### src/rtl/sleep_wake_pkg.sv
package sleep_wake_pkg;
  // Decision strobes handed from the control FSM to the datapath.
  typedef struct packed {
    logic enterSleep;  // full power-down entry this cycle
    logic wakeNow;     // leaving sleep this cycle
    logic wdtWake;     // wake caused by watchdog time-out
    logic armVector;   // schedule a branch to the interrupt vector
  } swStrobes_t;
endpackage

### src/rtl/sw_sync.sv
module sw_sync #(
  parameter int WIDTH = 1
) (
  input  logic             clk,
  input  logic             rstN,
  input  logic [WIDTH-1:0] asyncIn,
  output logic [WIDTH-1:0] syncOut
);
  logic [WIDTH-1:0] stage1;
  logic [WIDTH-1:0] stage2;

  always_ff @(posedge clk or negedge rstN) begin
    if (!rstN) begin
      stage1 <= '0;
      stage2 <= '0;
    end else begin
      stage1 <= asyncIn;
      stage2 <= stage1;
    end
  end

  assign syncOut = stage2;
endmodule

### src/rtl/sw_ctrl.sv
module sw_ctrl
  import sleep_wake_pkg::*;
(
  input  logic       clk,
  input  logic       coreRstN,
  input  logic       sleepExec,
  input  logic       gie,
  input  logic       pendSync,
  input  logic       wdtSync,
  output logic       asleep,
  output swStrobes_t strobes
);
  always_comb begin
    strobes.enterSleep = !asleep && sleepExec && !pendSync;
    strobes.wakeNow    = asleep && (pendSync || wdtSync);
    strobes.wdtWake    = asleep && wdtSync;
    strobes.armVector  = asleep && pendSync && gie;
  end

  always_ff @(posedge clk or negedge coreRstN) begin
    if (!coreRstN)               asleep <= 1'b0;
    else if (strobes.enterSleep) asleep <= 1'b1;
    else if (strobes.wakeNow)    asleep <= 1'b0;
  end
endmodule

### src/rtl/sw_datapath.sv
module sw_datapath
  import sleep_wake_pkg::*;
#(
  parameter int NUM_IRQ   = 8,
  parameter int VEC_DELAY = 4
) (
  input  logic               clk,
  input  logic               porN,
  input  logic               coreRstN,
  input  logic [NUM_IRQ-1:0] intFlags,
  input  logic [NUM_IRQ-1:0] intEnables,
  input  logic               wdtTimeout,
  input  swStrobes_t         strobes,
  output logic               pendSync,
  output logic               wdtSync,
  output logic               wdtClear,
  output logic               pdBit,
  output logic               toBit,
  output logic               resumePulse,
  output logic               vectorReq
);
  localparam int CNT_W = $clog2(VEC_DELAY + 1);

  logic [NUM_IRQ-1:0] flagSync;
  logic [CNT_W-1:0]   vecCnt;

  sw_sync #(.WIDTH(NUM_IRQ)) uFlagSync (
    .clk(clk), .rstN(porN), .asyncIn(intFlags), .syncOut(flagSync)
  );
  sw_sync #(.WIDTH(1)) uWdtSync (
    .clk(clk), .rstN(porN), .asyncIn(wdtTimeout), .syncOut(wdtSync)
  );

  assign pendSync = |(flagSync & intEnables);

  // Status bits survive the external reset; only power-on sets them.
  always_ff @(posedge clk or negedge porN) begin
    if (!porN) begin
      pdBit <= 1'b1;
      toBit <= 1'b1;
    end else if (strobes.enterSleep) begin
      pdBit <= 1'b0;
      toBit <= 1'b1;
    end else if (strobes.wdtWake) begin
      toBit <= 1'b0;
    end
  end

  always_ff @(posedge clk or negedge coreRstN) begin
    if (!coreRstN) begin
      wdtClear    <= 1'b0;
      resumePulse <= 1'b0;
      vectorReq   <= 1'b0;
      vecCnt      <= '0;
    end else begin
      wdtClear    <= strobes.enterSleep;
      resumePulse <= strobes.wakeNow;
      vectorReq   <= (vecCnt == CNT_W'(1));
      if (strobes.armVector)   vecCnt <= CNT_W'(VEC_DELAY);
      else if (vecCnt != '0)   vecCnt <= vecCnt - CNT_W'(1);
    end
  end
endmodule

### src/rtl/sleep_wake_ctrl.sv
module sleep_wake_ctrl
  import sleep_wake_pkg::*;
#(
  parameter int NUM_IRQ   = 8,
  parameter int VEC_DELAY = 4
) (
  input  logic               clk,
  input  logic               porN,
  input  logic               extRstN,
  input  logic               sleepExec,
  input  logic [NUM_IRQ-1:0] intFlags,
  input  logic [NUM_IRQ-1:0] intEnables,
  input  logic               gie,
  input  logic               wdtTimeout,
  output logic               oscEn,
  output logic               wdtClear,
  output logic               pdBit,
  output logic               toBit,
  output logic               resumePulse,
  output logic               vectorReq
);
  logic       coreRstN;
  logic       asleep;
  logic       pendSync;
  logic       wdtSync;
  swStrobes_t strobes;

  assign coreRstN = porN & extRstN;
  assign oscEn    = !asleep;

  sw_ctrl uCtrl (
    .clk(clk), .coreRstN(coreRstN), .sleepExec(sleepExec), .gie(gie),
    .pendSync(pendSync), .wdtSync(wdtSync), .asleep(asleep), .strobes(strobes)
  );

  sw_datapath #(.NUM_IRQ(NUM_IRQ), .VEC_DELAY(VEC_DELAY)) uData (
    .clk(clk), .porN(porN), .coreRstN(coreRstN), .intFlags(intFlags),
    .intEnables(intEnables), .wdtTimeout(wdtTimeout), .strobes(strobes),
    .pendSync(pendSync), .wdtSync(wdtSync), .wdtClear(wdtClear),
    .pdBit(pdBit), .toBit(toBit), .resumePulse(resumePulse),
    .vectorReq(vectorReq)
  );
endmodule

### config.mk
export PLATFORM = sky130hd
export DESIGN_NAME = sleep_wake_ctrl
export DESIGN_NICKNAME = d
export VERILOG_FILES = /design/src/rtl/sleep_wake_pkg.sv /design/src/rtl/sw_sync.sv /design/src/rtl/sw_ctrl.sv /design/src/rtl/sw_datapath.sv /design/src/rtl/sleep_wake_ctrl.sv
export SDC_FILE = /design/constraint.sdc
export NUM_CORES = 1
export LEC_CHECK = 0
export ABC_AREA = 1
export BUFFER_PORTS_ARGS = -buffer_cell sky130_fd_sc_hd__buf_2
export CAP_MARGIN = 5
export CORE_MARGIN = 2
export CORE_UTILIZATION = 43
export CTS_CLUSTER_SIZE = 8
export DETAILED_ROUTE_END_ITERATION = 8
export GPL_TIMING_DRIVEN = 0
export PLACE_DENSITY = 0.78
export SYNTH_ARGS = -nofsm -noshare
export SYNTH_HDL_FRONTEND = slang
export SYNTH_SLANG_ARGS = --single-unit
### constraint.sdc
create_clock -name clk -period 1 [get_ports clk]
set_input_delay 0.1 -clock clk [delete_from_list [all_inputs] [get_ports clk]]
set_output_delay 0.1 -clock clk [all_outputs]
set_load 0.05 [all_outputs]
==> results.sh, run 1 <==
export IMPL_netlist_area_um2=922
export IMPL_period_share_pct=116
export IMPL_rrSetupSlack_ns=-0.08
export IMPL_initial_core_util_pct=46.1
export IMPL_wirelength_um=1620
export IMPL_antenna_left=0
export IMPL_tightest_slew_ns=0.439
export IMPL_antenna_found_initial=0
export IMPL_track_usage_pct=14.9
export IMPL_n_fill_cell=152
export IMPL_cts_buffers=3
export IMPL_vdd_drop_max_mv=1.51
export IMPL_critical_path_slowest_cell="dfstp_2"
export IMPL_setup_viol_count_final=8
export IMPL_cts_tree="yes"
export IMPL_io_pins=28
export IMPL_critPathArrivalTime_ns=1.06
export IMPL_avgRoutedWirePerCell_um=10.4
export IMPL_r2r_cells=7
export IMPL_grt_max_degree=22
export IMPL_viasPerCell=4.25
export IMPL_synth_cells=79
export IMPL_worstSetupStartpointType="flop"
export IMPL_num_rows=16
export IMPL_slew_violations=0
export IMPL_grt_pass1_vias=653
export IMPL_clock_latency_ns=0.33
export IMPL_cp_required_ns=0.90
export IMPL_root_buffer="clkbuf_4"
export IMPL_synth_distinct_cells=11
export IMPL_fin_skew_ns=0.00314
export IMPL_synth_seq_area_share_pct=73.5
export IMPL_dpl_hpwl_um=1040
export IMPL_design_core_area_um2=2000
export IMPL_crit_family="flip-flops"
export IMPL_port_buffers=27
export IMPL_path_clk_slew_ns=0.14
export IMPL_design_area_um2=1390
export IMPL_final_nets=154
export IMPL_rsz0062_at_grt="true"
export IMPL_netlist_area_leader_share_pct=67.8
export IMPL_p_leak_nw=0.739
export IMPL_synth_area_leaders="dfrtp_1, nand2_1, dfstp_2"
export IMPL_yosysTopAreaCell="dfrtp_1"
export IMPL_place_area_um2=1110
export IMPL_finalCriticalPeriod_ns=1.16
export IMPL_worstPathBufferInverterCount=1
export IMPL_multi_input_area_um2=250
export IMPL_num_vias=658
export IMPL_drt_iter0_drc=0
export IMPL_layout_drive_gt1_share_pct=43.0
export IMPL_fin_ws_ns=-0.160
export IMPL_fin_cells=155
export IMPL_crit_fanout=2
export IMPL_critical_path_class="flop to output pin"
export IMPL_power_per_cell_area_nw_per_um2=2080
export IMPL_worstPathCellList="buf_8"
export IMPL_outcome="complete, but fails checks"
export IMPL_cp_depth=1
export IMPL_endpoint_kind="output pin"
export IMPL_clockBufferDepth=2
export IMPL_violations="setup timing"
export IMPL_layout_common_cells="dfrtp_1, nand2_1, buf_2"
export IMPL_ys_seq_elements=27
export IMPL_hold_violations=0
export IMPL_design_die_area_um2=2530
export IMPL_drt_pre_antenna_iters=1
export IMPL_ys_warn_count=0
export IMPL_routabilityCongestion=0.720
export IMPL_dp_cells=133
export IMPL_grt_pass1_wl_um=2640
export IMPL_die_h_um=50.3
export IMPL_syn_num_nets=104
export IMPL_max_cap_violations=0
export IMPL_avgSynthCellArea_um2=11.7
export IMPL_syn2layout_area_growth_pct=51.0
export IMPL_htreeDepth=1
export IMPL_diodes=0
export IMPL_die_x_um=50.3
export IMPL_dp_slack_ns=-0.0541
export IMPL_cts_sinks=27
export IMPL_fmax_mhz=862
export IMPL_slew_headroom_pct=70.7
export IMPL_min_path_type="input pin to flop"
export IMPL_final_setup_tns_ns=-0.529
export IMPL_slowest_delay_ns=0.58
export IMPL_holdPathStages=3
export IMPL_grt_overflow_total=0
export IMPL_drc=0
export IMPL_layout_commonest_cell="dfrtp_1"
export IMPL_final_seq_area_um2=678
==> metrics by stage <==
| step | power [mW] | util [%] | hold slack (ns) |
|---|---|---|---|
| floorplan | 1.85 | - | -0.196 |
| global placement | 1.98 | 55.3 | 0.0538 |
| detailed placement | 2.02 | 55.3 | 0.0613 |
| CTS | 2.73 | 66.9 | 0.0310 |
| global route | 3.08 | 69.6 | 0.0335 |
| finish | 2.90 | 69.6 | 0.0546 |
==> final cells by class <==
type                    count  area share [%]
flip-flops and latches     27            48.7
well taps                  27            2.43
clock inverters             1           0.629
multi-input cells          39            18.0
inverters                  13            3.50
clock buffers               3            1.62
repair buffers             45            25.2
==> cells in the mapped netlist <==
cell,count
dfrtp_1,25
dfstp_2,2
ha_1,3
inv_1,13
nand2_1,24
nand3_1,2
nor2_1,3
nor2_2,3
o21ai_1,2
xnor2_1,1
xor2_1,1
==> cell families (layout without fill, tap and decap cells) <==
family,Yosys count,count (layout),synth area share [%]
AND/OR/NAND/NOR,32,32,14.1
flip-flops,27,27,73.5
buffers and inverters,13,62,5.29
adder cells (fa/ha/maj),3,3,4.07
AO/OA/AOI/OAI,2,2,1.09
XOR/XNOR,2,2,1.90
==> where the power goes <==
part           total (mW)  switching (mW)  internal, mW
registers            1.32          0.0840          1.24
clock network       0.483           0.319         0.163
logic                1.09           0.537         0.553
total                2.90           0.941          1.96
==> path summary, 6_finish.rpt <==
check                                     startpoint                         end
min                                              gie             uData.vecCnt[2]
min in group asynchronous                    extRstN             uData.vecCnt[1]
min reg2reg                uData.uFlagSync.stage1[7]  uData.uFlagSync.syncOut[7]
max reg2reg                          uData.vecCnt[0]             uData.vecCnt[0]
max                                      uData.pdBit                       pdBit
max in group asynchronous                       porN              uData.wdtClear
==> worst reg2reg max path, stage by stage, from the launching register on <==
cell and delay [ns]:
dfrtp_1 0.42, inv_2 0.11, ha_4 0.15, nand2_4 0.05, xor2_1 0.14, inv_1 0.05
nand2_1 0.05, inv_1 0.04
==> routing by layer <==
layer | track usage (%) | vias up | share of wire (%)
met2 | 27.4 | 20 | 59
li1 | - | 327 | -
met5 | 0 | - | 0
met4 | 5.41 | 0 | 0.99
met1 | 14.8 | 308 | 35
met3 | 6.25 | 3 | 5.2
==> repair_timing <==
action	CTS	global route
endpoints found under the hold margin	34	0
pin swaps	5	6
buffers inserted	4	3
gates resized for setup	20	6
endpoints found under the setup margin	11	14
hold buffers	11	0
Note: power is estimated with default switching activity, not from simulation.
==> run 2, diff against run 1 <==
--- a/config.mk
+++ b/config.mk
@@ -9,11 +9,12 @@
 export BUFFER_PORTS_ARGS = -buffer_cell sky130_fd_sc_hd__buf_2
 export CAP_MARGIN = 5
 export CORE_MARGIN = 2
-export CORE_UTILIZATION = 43
+export CORE_UTILIZATION = 46
+export CTS_BUF_LIST = sky130_fd_sc_hd__clkbuf_4
 export CTS_CLUSTER_SIZE = 8
 export DETAILED_ROUTE_END_ITERATION = 8
 export GPL_TIMING_DRIVEN = 0
-export PLACE_DENSITY = 0.78
+export PLACE_DENSITY = 0.83
 export SYNTH_ARGS = -nofsm -noshare
 export SYNTH_HDL_FRONTEND = slang
 export SYNTH_SLANG_ARGS = --single-unit
==> run 2 against run 1 <==
The flow still finishes with violations (setup timing). Clock power shrank 2%. Sequential power is essentially flat. Clock skew is essentially flat. Worst hold slack lost 0.0065 ns. Register-to-register slack is essentially flat. Fmax grew 2.6%. Largest power group unchanged.
==> results.sh, run 2 (synthesized netlist as in run 1, its figures left out) <==
export IMPL_diodes=0
export IMPL_outcome="complete, but fails checks"
export IMPL_track_usage_pct=16.5
export IMPL_rsz0062_at_grt="true"
export IMPL_min_path_type="input pin to flop"
export IMPL_cp_depth=1
export IMPL_critical_path_class="flop to output pin"
export IMPL_htreeDepth=1
export IMPL_p_leak_nw=0.757
export IMPL_num_rows=16
export IMPL_worstHoldStart="gie"
export IMPL_syn2layout_area_growth_pct=58.5
export IMPL_cts_buffers=3
export IMPL_holdPathStages=3
export IMPL_design_area_um2=1460
export IMPL_design_core_area_um2=1920
export IMPL_cts_sinks=27
export IMPL_cp_required_ns=0.90
export IMPL_slew_headroom_pct=70.8
export IMPL_critPathArrivalTime_ns=1.03
export IMPL_vdd_drop_max_mv=1.25
export IMPL_use_met1_pct=16.7
export IMPL_fin_skew_ns=0.00290
export IMPL_layout_drive_gt1_share_pct=50.4
export IMPL_wirelength_um=1760
export IMPL_port_buffers=27
export IMPL_tightest_slew_ns=0.437
export IMPL_place_area_um2=1110
export IMPL_power_mw=3.00
export IMPL_critical_path_slowest_cell="dfstp_2"
export IMPL_clockBufferDepth=2
export IMPL_design_die_area_um2=2380
export IMPL_fmax_mhz=885
export IMPL_slowest_delay_ns=0.58
export IMPL_drc=0
export IMPL_routabilityCongestion=0.656
export IMPL_endpoint_kind="output pin"
export IMPL_crit_fanout=2
export IMPL_period_share_pct=113
export IMPL_viasPerCell=4.22
export IMPL_setup_viol_count_final=6
export IMPL_path_clk_slew_ns=0.13
export IMPL_die_x_um=48.8
export IMPL_io_pins=28
export IMPL_max_cap_violations=0
export IMPL_critPathLaunch="uData.toBit"
export IMPL_worstPathBufferInverterCount=1
export IMPL_antenna_left=0
export IMPL_avgRoutedWirePerCell_um=11.2
export IMPL_timing_rr_start="uData.vecCnt[1]"
export IMPL_crit_family="flip-flops"
export IMPL_r2r_cells=7
export IMPL_fin_ws_ns=-0.130
export IMPL_busiest_layer="met2"
export IMPL_grt_pass1_wl_um=2890
export IMPL_finalCriticalPeriod_ns=1.13
export IMPL_die_h_um=48.8
export IMPL_grtUsageMet3_pct=1.84
export IMPL_initial_core_util_pct=48.0
export IMPL_root_buffer="clkbuf_4"
export IMPL_drt_iter0_drc=3
export IMPL_cts_tree="yes"
export IMPL_worstPathCellList="buf_8"
export IMPL_grt_overflow_total=0
export IMPL_num_vias=666
export IMPL_grt_max_degree=22
export IMPL_layout_commonest_cell="dfrtp_1"
export IMPL_layout_common_cells="dfrtp_1, buf_2, nand2_1"
export IMPL_drt_pre_antenna_iters=2
export IMPL_dpl_hpwl_um=1070
export IMPL_grt_pass1_vias=704
export IMPL_power_per_cell_area_nw_per_um2=2050
export IMPL_antenna_found_initial=0
export IMPL_slew_violations=0
export IMPL_hold_violations=0
export IMPL_grt_use_met2_pct=33.3
export IMPL_final_nets=157
export IMPL_clock_latency_ns=0.31
export IMPL_violations="setup timing"
export IMPL_worstSetupStartpointType="flop"
[run 2: cell types whose count changed in the layout (fill, tap and decap cells not counted), sizes merged]
cell / delta
buf: +3
clkbuf: +1
inv: -1
[run 2: timing repair]
item                                   CTS  global route
setup endpoints to repair                9            15
buffers inserted                         5             7
gates resized for setup                 20            20
endpoints found under the hold margin   34             0
pin swaps                                4            12
hold buffers                            11             0
[run 2: metal layers]
layer  up-vias  wire length [µm]
li1        335                 -
met1       313               638
met2        16              1040
met3         2                66
met4         0                15
met5         -                 0
[run 2: metrics by stage]
| stage | setup TNS, ns | cells | utilization (%) | hold slack, ns | setup WS (ns) |
|---|---|---|---|---|---|
| 4_1_cts | -0.451 | 153 | 70.4 | 0.0430 | -0.147 |
| 3_3_place_gp | -0.0248 | 133 | 57.6 | 0.0512 | -0.0248 |
| 2_1_floorplan | 0 | 79 | - | -0.196 | 0.0106 |
| 5_1_grt | -0.914 | 158 | 76.0 | 0.0483 | -0.162 |
| 3_5_place_dp | -0.111 | 133 | 57.6 | 0.0633 | -0.0585 |
| 6_report | -0.444 | 158 | 76.0 | 0.0481 | -0.130 |
[run 2: final cells by class]
type | instances | area, µm²
Sequential cell | 27 | 678
Multi-Input combinational cell | 39 | 288
Tap cell | 27 | 33.8
Fill cell | 146 | 460
Timing Repair Buffer | 48 | 380
Inverter | 13 | 51.3
Clock buffer | 4 | 30.0
[run 2: final timing paths]
check	to	slack, ns
max in group asynchronous	uCtrl.asleep	0.15
min in group asynchronous	uData.uFlagSync.stage1[4]	0.23
worst max-delay path	toBit	-0.13
worst min-delay path	uData.vecCnt[2]	0.05
worst max register to register	uData.vecCnt[0]	-0.07
worst min register to register	uData.uFlagSync.syncOut[3]	0.36
[run 2: worst register-to-register path: cells and delay by family (launching register included)]
kind	cells	cell delay [ns]
buf+inv	3	0.19
flops	1	0.42
xor+xnor	1	0.13
fa+ha+maj	1	0.14
simple gates	2	0.10
[run 2: power by group]
part           leakage, nW  internal [mW]  switching, mW
sequential           0.322           1.24         0.0919
clock               0.0184          0.183          0.291
combinational        0.417          0.602          0.588
total                0.757           2.03          0.971
